**src/rtl/dvs_pkg.sv**
```systemverilog
package dvs_pkg;
  localparam int NLVL  = 4;
  localparam int IDX_W = $clog2(NLVL);
  localparam int PCT_W = 7;
  localparam int VC_W  = 8;
  localparam int V_HI  = 180;
  localparam int V_LO  = 100;

  typedef logic [IDX_W-1:0] lvl_t;
  typedef logic [VC_W-1:0]  vcode_t;
  typedef enum logic [1:0] {ST_IDLE, ST_LOWER_V, ST_WAIT_V} seq_st_t;

  // nominal performance of each level, percent of maximum
  function automatic int lvl_pct(input int i);
    case (i)
      0:       return 100;
      1:       return 83;
      2:       return 66;
      default: return 50;
    endcase
  endfunction

  // supply code spread evenly from V_HI (fastest) down to V_LO (slowest)
  function automatic vcode_t lvl_vcode(input lvl_t i);
    return vcode_t'(V_LO + ((V_HI - V_LO) * (NLVL - 1 - int'(i))) / (NLVL - 1));
  endfunction

  // clock divider select: the level number itself
  function automatic lvl_t lvl_clk(input lvl_t i);
    return i;
  endfunction
endpackage

```
**src/rtl/dvs_quantizer.sv**
```systemverilog
module dvs_quantizer
  import dvs_pkg::*;
(
  input  logic [PCT_W-1:0] pct,
  output lvl_t             idx
);
  localparam int NTHR = NLVL - 1;
  logic [NTHR-1:0] below;

  // midpoint thresholds, rounded up so a tie lands on the faster level
  for (genvar g = 0; g < NTHR; g++) begin : g_thr
    localparam int THR = (lvl_pct(g) + lvl_pct(g + 1) + 1) / 2;
    assign below[g] = (pct < PCT_W'(THR));
  end

  always_comb begin
    idx = '0;
    for (int k = 0; k < NTHR; k++) idx = lvl_t'(idx + lvl_t'(below[k]));
  end
endmodule

```
**src/rtl/dvs_target_sel.sv**
```systemverilog
module dvs_target_sel
  import dvs_pkg::*;
(
  input  logic clk,
  input  logic rst_n,
  input  logic wr_en,
  input  lvl_t wr_idx,
  input  logic force_max,
  output lvl_t eff_idx
);
  lvl_t sw_q, sw_d;

  always_comb sw_d = wr_en ? wr_idx : sw_q;

  always_ff @(posedge clk or negedge rst_n)
    if (!rst_n) sw_q <= '0;
    else        sw_q <= sw_d;

  assign eff_idx = force_max ? lvl_t'(0) : sw_q;
endmodule

```
**src/rtl/dvs_step_seq.sv**
```systemverilog
module dvs_step_seq
  import dvs_pkg::*;
#(
  parameter int TMO_CYC = 16
) (
  input  logic   clk,
  input  logic   rst_n,
  input  lvl_t   eff_idx,
  input  logic   v_ack,
  output vcode_t v_code,
  output logic   v_req,
  output lvl_t   clk_sel,
  output lvl_t   cur_idx,
  output logic   irq_done,
  output logic   irq_tmo
);
  localparam int CW = $clog2(TMO_CYC + 1);

  seq_st_t        st_q, st_d;
  lvl_t           cur_q, cur_d, step_q, step_d, clk_q, clk_d;
  vcode_t         vc_q, vc_d;
  logic           req_q, req_d, done_q, done_d, tmo_q, tmo_d;
  logic [CW-1:0]  cnt_q, cnt_d;

  always_comb begin
    st_d   = st_q;   cur_d = cur_q; step_d = step_q; clk_d = clk_q;
    vc_d   = vc_q;   req_d = req_q; cnt_d  = cnt_q;
    done_d = 1'b0;   tmo_d = 1'b0;
    case (st_q)
      ST_IDLE: begin
        if (eff_idx < cur_q) begin            // faster: voltage first
          step_d = lvl_t'(cur_q - 1'b1);
          vc_d   = lvl_vcode(step_d);
          req_d  = 1'b1;
          cnt_d  = '0;
          st_d   = ST_WAIT_V;
        end else if (eff_idx > cur_q) begin   // slower: clock first
          step_d = lvl_t'(cur_q + 1'b1);
          clk_d  = lvl_clk(step_d);
          st_d   = ST_LOWER_V;
        end
      end
      ST_LOWER_V: begin
        vc_d  = lvl_vcode(step_q);
        req_d = 1'b1;
        cnt_d = '0;
        st_d  = ST_WAIT_V;
      end
      default: begin
        if (v_ack) begin
          cur_d  = step_q;
          clk_d  = lvl_clk(step_q);
          req_d  = 1'b0;
          done_d = (step_q == eff_idx);
          st_d   = ST_IDLE;
        end else if (cnt_q == CW'(TMO_CYC - 1)) begin
          vc_d  = lvl_vcode(cur_q);
          clk_d = lvl_clk(cur_q);
          req_d = 1'b0;
          tmo_d = 1'b1;
          st_d  = ST_IDLE;
        end else begin
          cnt_d = CW'(cnt_q + 1'b1);
        end
      end
    endcase
  end

  always_ff @(posedge clk or negedge rst_n)
    if (!rst_n) begin
      st_q   <= ST_IDLE;      cur_q <= '0;  step_q <= '0;
      clk_q  <= lvl_clk('0);  vc_q  <= lvl_vcode('0);
      req_q  <= 1'b0;         cnt_q <= '0;
      done_q <= 1'b0;         tmo_q <= 1'b0;
    end else begin
      st_q   <= st_d;   cur_q <= cur_d;  step_q <= step_d;
      clk_q  <= clk_d;  vc_q  <= vc_d;
      req_q  <= req_d;  cnt_q <= cnt_d;
      done_q <= done_d; tmo_q <= tmo_d;
    end

  assign v_code   = vc_q;
  assign v_req    = req_q;
  assign clk_sel  = clk_q;
  assign cur_idx  = cur_q;
  assign irq_done = done_q;
  assign irq_tmo  = tmo_q;
endmodule

```
**src/rtl/dvs_level_ctrl.sv**
```systemverilog
module dvs_level_ctrl
  import dvs_pkg::*;
#(
  parameter int TMO_CYC = 16
) (
  input  logic             clk,
  input  logic             rst_n,
  input  logic             tgt_wr,
  input  logic [PCT_W-1:0] tgt_pct,
  input  logic             max_perf,
  input  logic             v_ack,
  output logic             v_req,
  output logic [VC_W-1:0]  v_code,
  output logic [IDX_W-1:0] clk_sel,
  output logic [IDX_W-1:0] cur_idx,
  output logic             irq_done,
  output logic             irq_tmo
);
  logic [1:0] rsync_q;
  logic       rst_in_n;
  lvl_t       wr_idx, eff_idx;

  // asynchronous assertion, synchronous release
  always_ff @(posedge clk or negedge rst_n)
    if (!rst_n) rsync_q <= 2'b00;
    else        rsync_q <= {rsync_q[0], 1'b1};
  assign rst_in_n = rsync_q[1];

  dvs_quantizer u_quant (.pct(tgt_pct), .idx(wr_idx));

  dvs_target_sel u_tsel (
    .clk(clk), .rst_n(rst_in_n), .wr_en(tgt_wr), .wr_idx(wr_idx),
    .force_max(max_perf), .eff_idx(eff_idx)
  );

  dvs_step_seq #(.TMO_CYC(TMO_CYC)) u_seq (
    .clk(clk), .rst_n(rst_in_n), .eff_idx(eff_idx), .v_ack(v_ack),
    .v_code(v_code), .v_req(v_req), .clk_sel(clk_sel), .cur_idx(cur_idx),
    .irq_done(irq_done), .irq_tmo(irq_tmo)
  );
endmodule

```
**config.mk**
```make
export PLATFORM = sky130hd
export DESIGN_NAME = dvs_level_ctrl
export DESIGN_NICKNAME = d
export VERILOG_FILES = /design/src/rtl/dvs_pkg.sv /design/src/rtl/dvs_quantizer.sv /design/src/rtl/dvs_target_sel.sv /design/src/rtl/dvs_step_seq.sv /design/src/rtl/dvs_level_ctrl.sv
export SDC_FILE = /design/constraint.sdc
export NUM_CORES = 1
export LEC_CHECK = 0
export BUFFER_PORTS_ARGS = -buffer_cell sky130_fd_sc_hd__buf_2
export CAP_MARGIN = 25
export CORE_MARGIN = 2
export CORE_UTILIZATION = 45
export CTS_CLUSTER_DIAMETER = 80
export DETAILED_ROUTE_END_ITERATION = 16
export GPL_TIMING_DRIVEN = 1
export PLACE_DENSITY = 0.73
export SLEW_MARGIN = 15
export SYNTH_ARGS = -nofsm -noshare
export SYNTH_HDL_FRONTEND = slang
export SYNTH_SLANG_ARGS = --single-unit
```
**constraint.sdc**
```tcl
create_clock -name clk -period 1.1 [get_ports clk]
set_input_delay 0.055 -clock clk [delete_from_list [all_inputs] [get_ports clk]]
set_output_delay 0.055 -clock clk [all_outputs]
set_load 0.02 [all_outputs]
```
; ---- After elaboration in Yosys (flattened, before gate mapping)
; Index checks and enable logic that the tools add are counted.
; W data, S select, Z words.
[word_totals]
reg_bits = 28
[op_classes]
n_eq_ne = 9
mul = 3
addsub = 11
n_mux = 29
div_mod_pow = 3
n_reduce_logical = 13
magnitude_cmp = 5
n_bitwise = 2
[op_table]
columns = cell, count
row1 = $div A32 B3 Y32 const B, 3
row2 = $mul A4 B32 Y28 const A, 3
row3 = $add A8 B8 Y8 const A, 3
row4 = $mux W8, 3
row5 = $mux W2, 10
row6 = $pmux W8 S2, 1
row7 = $mux W5, 3
row8 = $lt A7 B7 Y1 const B, 2
row9 = $pmux W5 S2, 1
row10 = $sub A2 B2 Y3 const A, 3
row11 = $mux W1, 8
row12 = $pmux W2 S2, 2
row13 = $reduce_and A2 Y1, 4
row14 = $lt A7 B6 Y1 const B, 1
row15 = $ne A3 B1 Y1 const B, 2
row16 = $reduce_and A3 Y1, 2
row17 = $reduce_bool A3 Y1, 2
row18 = $add A5 B1 Y5 const B, 1
row19 = $eq A5 B4 Y1 const B, 1
row20 = $ne A2 B1 Y1 const B, 2
row21 = $reduce_and A4 Y1, 1
row22 = $reduce_bool A4 Y1, 1
row23 = $ne A3 B3 Y1 const B, 1
row24 = $add A1 B1 Y2, 1
row25 = 13 further kinds, 14

; ---- Depth between registers and ports, before layout
[logic_depth]
word_depth = 7
depth_mapped = 10
ltp_nobuf = 10

; ---- By module
; Synthesis repeated with hierarchy kept, for this count alone.
[hier_totals]
cells_unflattened = 163
area_unflattened_um2 = 1711.6
[by_module_without_submodules]
columns = module, cells_each, area_each_um2, instances, seq_area_each_um2
row1 = dvs_step_seq, 146, 1500.2, 1, 605.6
row2 = dvs_target_sel, 6, 85.1, 1, 50.0
row3 = dvs_quantizer, 8, 72.6, 1, 0.0
row4 = dvs_level_ctrl, 3, 53.8, 1, 50.0

; ---- Worst setup path after synthesis
; Ideal clock, no wire load.
[synth_timing]
path_type = register -> register
from = reg u_seq.cur_q[0] (netlist: u_seq.cur_idx[0])
to = reg u_seq.vc_q[6] (netlist: u_seq.v_code[6])
period_less_slack_ns = 2.299
path_stages_with_launch = 11
setup_slack_ns = -1.199
t_arrival_ns = 2.218
n_path_buf = 0
required_time_ns = 1.018
setup_time_ns = 0.082
cell_sequence = dfrtp_1 inv_1 ha_1 nor2b_1 o31ai_4 inv_2 ha_1 nand2b_1 o32ai_1 or3_1 a31oi_1
[synth_via]
elab_chain_cells = 7
[synth_lines]
columns = element, line_no
row1 = start: declaration, dvs_step_seq.sv:20  ; lvl_t cur_q, cur_d, step_q, step_d, clk_q, clk_d;
row2 = start signal: assignment, dvs_step_seq.sv:76  ; st_q <= st_d; cur_q <= cur_d; step_q <= step_d;
row3 = $sub A2 B1 Y2 or $sub A2 B2 Y3 (tied branches), "dvs_step_seq.sv:32, dvs_pkg.sv:25"
row4 = $sub A2 B2 Y3 or $mul A4 B32 Y28 (tied branches), dvs_pkg.sv:25  ; return vcode_t'(V_LO + ((V_HI - V_LO) * (NLVL - 1 - int'(i))) / (NLVL - 1));
row5 = $mul A4 B32 Y28 or $div A32 B3 Y32 (tied branches), dvs_pkg.sv:25
row6 = $div A32 B3 Y32 or $add A8 B8 Y8 (tied branches), dvs_pkg.sv:25
row7 = $add A8 B8 Y8 or $mux W8 (tied branches), "dvs_pkg.sv:25, dvs_step_seq.sv:56"
row8 = "$mux W8, on equally long branches", "dvs_step_seq.sv:31, dvs_step_seq.sv:50"
row9 = $pmux W8 S2, dvs_step_seq.sv:29  ; case (st_q)
row10 = end signal: assignment, dvs_step_seq.sv:72  ; clk_q <= lvl_clk('0); vc_q <= lvl_vcode('0);
row11 = end signal: assignment, dvs_step_seq.sv:77  ; clk_q <= clk_d; vc_q <= vc_d;
row12 = end: declaration, dvs_step_seq.sv:21  ; vcode_t vc_q, vc_d;
; Parallel ways exist; a longest one is shown, timed or not. The select of a mux whose other input is x is not followed.
; A chain may end at the register's enable or synchronous reset.

; ---- Final worst setup path
[layout_timing]
from = reg u_seq.cur_q[1] (netlist: u_seq.cur_idx[1])
to = reg u_seq.vc_q[6] (netlist: u_seq.v_code[6])
; The elaborated chain is that of the path after synthesis.

==> reports/summary.txt <==
outcome - finished, violations left
failing checks - negative setup slack
initial detailed-routing violation count - 49
aggregate global routing overflow - 0
Syn Area/Cell - 9.972 µm²
met2 Track Usage GR - 0.4349
Core Box Area - 3416 µm²
number of buffers created by CTS - 3
CTS tree - built
pins over their slew limit - 0
global-route track usage on met3 - 0.03472
CP Data Required Time - 1.38 ns
fillcell total - 187
static leakage - 1.262 nW
area grow syn2layout - 67.15%
Max Fclk - 494.1 MHz
die extent in y - 64.47 µm
Crit Path Class - reg -> reg
n_diodes - 0
instance count of the mapped netlist - 165
final core occ - 0.8051
worst-path fanout max - 4
hpwl dp - 3002 µm
worst reg2reg path startpoint - u_seq.cur_idx[1]
Post-Syn Nets - 190
die area - 4156 µm²
R2R cell count - 10
r2r setup slk - -0.92 ns
worst-skew pair later-pin latency - 0.34 ns
grt met1 use - 0.2757
Post-route DRC - 0
WL/cell - 16.61 µm
asr flop ratio synth - 1.000
# IOs - 27
root buf cell - clkbuf_4
Initial Util - 0.4817
GRT Overall Usage - 0.2346
Hold Vio Cnt, Final - 0
final wirelength - 4916 µm
die extent in x - 64.47 µm
crit end category - register
maximum VDD drop - 1954 µV
number of max-cap violations - 0
Synth cell types - 43
clock-pin transition on the worst setup and hold timing paths - 0.16 ns
CP Launch Type - register
first-pass GRT wire length - 7590 µm
CTS max path bufs - 2
drt first pass iters - 4
vias in the first global route - 1680
#FFs+latches synth - 28
footprint of the multi-input gates - 1190 µm²
pwr/cell area - 3154 nW/µm²
clk sinks - 28
largest net degree at the start of global routing - 27
port bufs - 26
crit path to - u_seq.v_code[6]
gp weighted congestion - 0.8178
row count - 21
number of enable flip-flop cells after synthesis - 0
synthesized cell area - 1645 µm²
post-DR vias/cell - 5.348
GR peak layer - met2
initial antenna violation count - 0
H-tree lvl count - 1
Final setup violation count - 26
share of cells above drive strength 1 - 0.6360
Max Clock Skew - 0.005078 ns
Yosys warnings - 0
via count - 1583
Final nets - 276
Total Power - 8.673 mW
CP Data Arrival Time - 2.30 ns
fin worst setup slack - -0.9238 ns
part of the cycle the worst path needs - 1.840
Final ANT Viol Nets - 0
Hold Path Class - in -> reg
post-synthesis sequential area ratio - 0.4289
Top FF cell, synth - dfrtp_1
fin crit period - 2.024 ns
register area - 710.7 µm²
Critical path origin - u_seq.cur_idx[1]
setup repair after global routing missed its margin - true
worst flop-to-flop path endpoint - u_seq.v_code[6]
-- power by group --
group | internal [mW] | leakage (nW) | switching (mW)
Combinational | 3.32 | 0.904 | 2.83
Sequential | 1.47 | 0.330 | 0.348
Clock | 0.369 | 0.0279 | 0.333
-- synthesized netlist by cell type (2+ instances only) --
| library cell | instances | area (µm²) |
|---|---|---|
| nor3_1 | 5 | 25.02 |
| or2_2 | 2 | 12.51 |
| ha_1 | 12 | 150.1 |
| nor2b_1 | 7 | 43.79 |
| xor2_1 | 2 | 17.52 |
| and3_1 | 2 | 12.51 |
| or3_1 | 3 | 18.77 |
| o21ai_0 | 8 | 40.04 |
| mux2_2 | 7 | 78.83 |
| a21oi_1 | 12 | 60.06 |
| mux2i_1 | 3 | 30.03 |
| a31oi_1 | 4 | 25.02 |
| buf_2 | 4 | 20.02 |
| dfrtp_1 | 24 | 600.6 |
| xnor2_1 | 2 | 17.52 |
| o31ai_1 | 2 | 15.01 |
| dfstp_2 | 4 | 105.1 |
| inv_1 | 8 | 30.03 |
| nor3b_1 | 2 | 15.01 |
| nand2b_1 | 7 | 43.79 |
| nor2_1 | 11 | 41.29 |
| nand2_1 | 12 | 45.04 |
| nand3b_1 | 2 | 15.01 |
-- worst min-delay path by stage --
stage	start	to	slack, ns	cells after the start
finish	v_ack	u_seq.cnt_q[4]	0.11	3
global route	v_ack	u_seq.cnt_q[4]	0.10	3
CTS	rst_n	rsync_q[1]	0.002	2
detailed placement	rst_n	rsync_q[0]	-0.16	1
global placement	rst_n	rsync_q[1]	-0.16	1
floorplan	rst_n	rsync_q[0]	-0.24	0
-- layout make-up --
class	count	share of cell area
Inverter	9	0.01228
Clock buffer	3	0.008189
Clock inverter	1	0.01092
Tap cell	46	0.02093
Timing Repair Buffer	87	0.2566
Multi-Input combinational cell	122	0.4327
Sequential cell	28	0.2584
-- sequential cells by signal, indices dropped and copies added, names as in the netlist --
register,flops
rsync_q,2
u_seq.clk_sel,2
u_seq.cnt_q,5
u_seq.cur_idx,2
u_seq.irq_done,1
u_seq.irq_tmo,1
u_seq.st_q,2
u_seq.step_q,2
u_seq.v_code,8
u_seq.v_req,1
u_tsel.sw_q,2
-- worst max-delay path: stages (launching register included) --
cell	delay, ns
dfrtp_2	0.47
inv_2	0.09
ha_1	0.23
nand2b_4	0.16
o31ai_4	0.06
inv_2	0.09
ha_4	0.17
nand2b_1	0.07
o32ai_1	0.09
or3_1	0.36
a31oi_1	0.17
-- per-layer routing --
metal / wire length (µm) / vias up
met5: 0 / -
met2: 2705 / 41
li1: - / 744
met1: 1925 / 784
met4: 111 / 0
met3: 174 / 14
-- kinds of logic (layout without fill, tap and decap cells) --
family                   count (synthesis)  count (layout)  share of synthesized area
AND/OR/NAND/NOR                         59              59                     0.1924
AO/OA/AOI/OAI                           35              35                     0.1430
flip-flops                              28              28                     0.4289
buffers and inverters                   15             100                    0.04258
adder cells (fa/ha/maj)                 13              13                     0.1034
multiplexers                            10              10                    0.06616
XOR/XNOR                                 4               4                    0.02130
other                                    1               1                   0.002279
-- cell usage in the layout (no fill, tap or decap), types with 3 or more instances in the layout --
cell,Yosys,final
nand2_2,0,4
nor3_2,0,3
buf_2,4,18
a21oi_1,12,4
dfrtp_1,24,20
clkbuf_4,0,3
dlygate4sd3_1,0,3
dfstp_2,4,4
mux2i_1,3,3
nor2_2,0,5
o21ai_0,8,4
buf_4,0,40
dfrtp_2,0,4
buf_6,1,25
inv_2,1,4
nor2_1,11,6
nor2b_1,7,4
inv_1,8,5
ha_4,0,5
nand2_1,12,6
ha_1,12,6
nand2b_1,7,5
mux2_4,0,6
a21oi_2,0,6
-- repair_timing --
action / in CTS / in global routing
setup endpoints to repair: 31 / 31
gates resized for setup: 37 / 38
buffers inserted: 10 / 6
hold buffers: 2 / 1
pin swaps: 16 / 13
gates cloned: 1 / 0
hold endpoints to repair: 4 / 2
-- per-stage QoR --
stage                     setup slack, ns  setup TNS, ns  hold slack [ns]  cells  area, µm²
after CTS                         -0.8628         -12.17         0.001773    290       2554
after global routing              -0.9591         -14.11           0.1015    296       2750
after detailed placement          -0.8517         -13.16          -0.1593    274       2276
final                             -0.9238         -12.26           0.1099    296       2750
after global placement            -0.7587         -11.99          -0.1603    274       2276
after floorplan                   -0.9204         -10.80          -0.2406    165       1823
(Power assumes the default switching activity.)
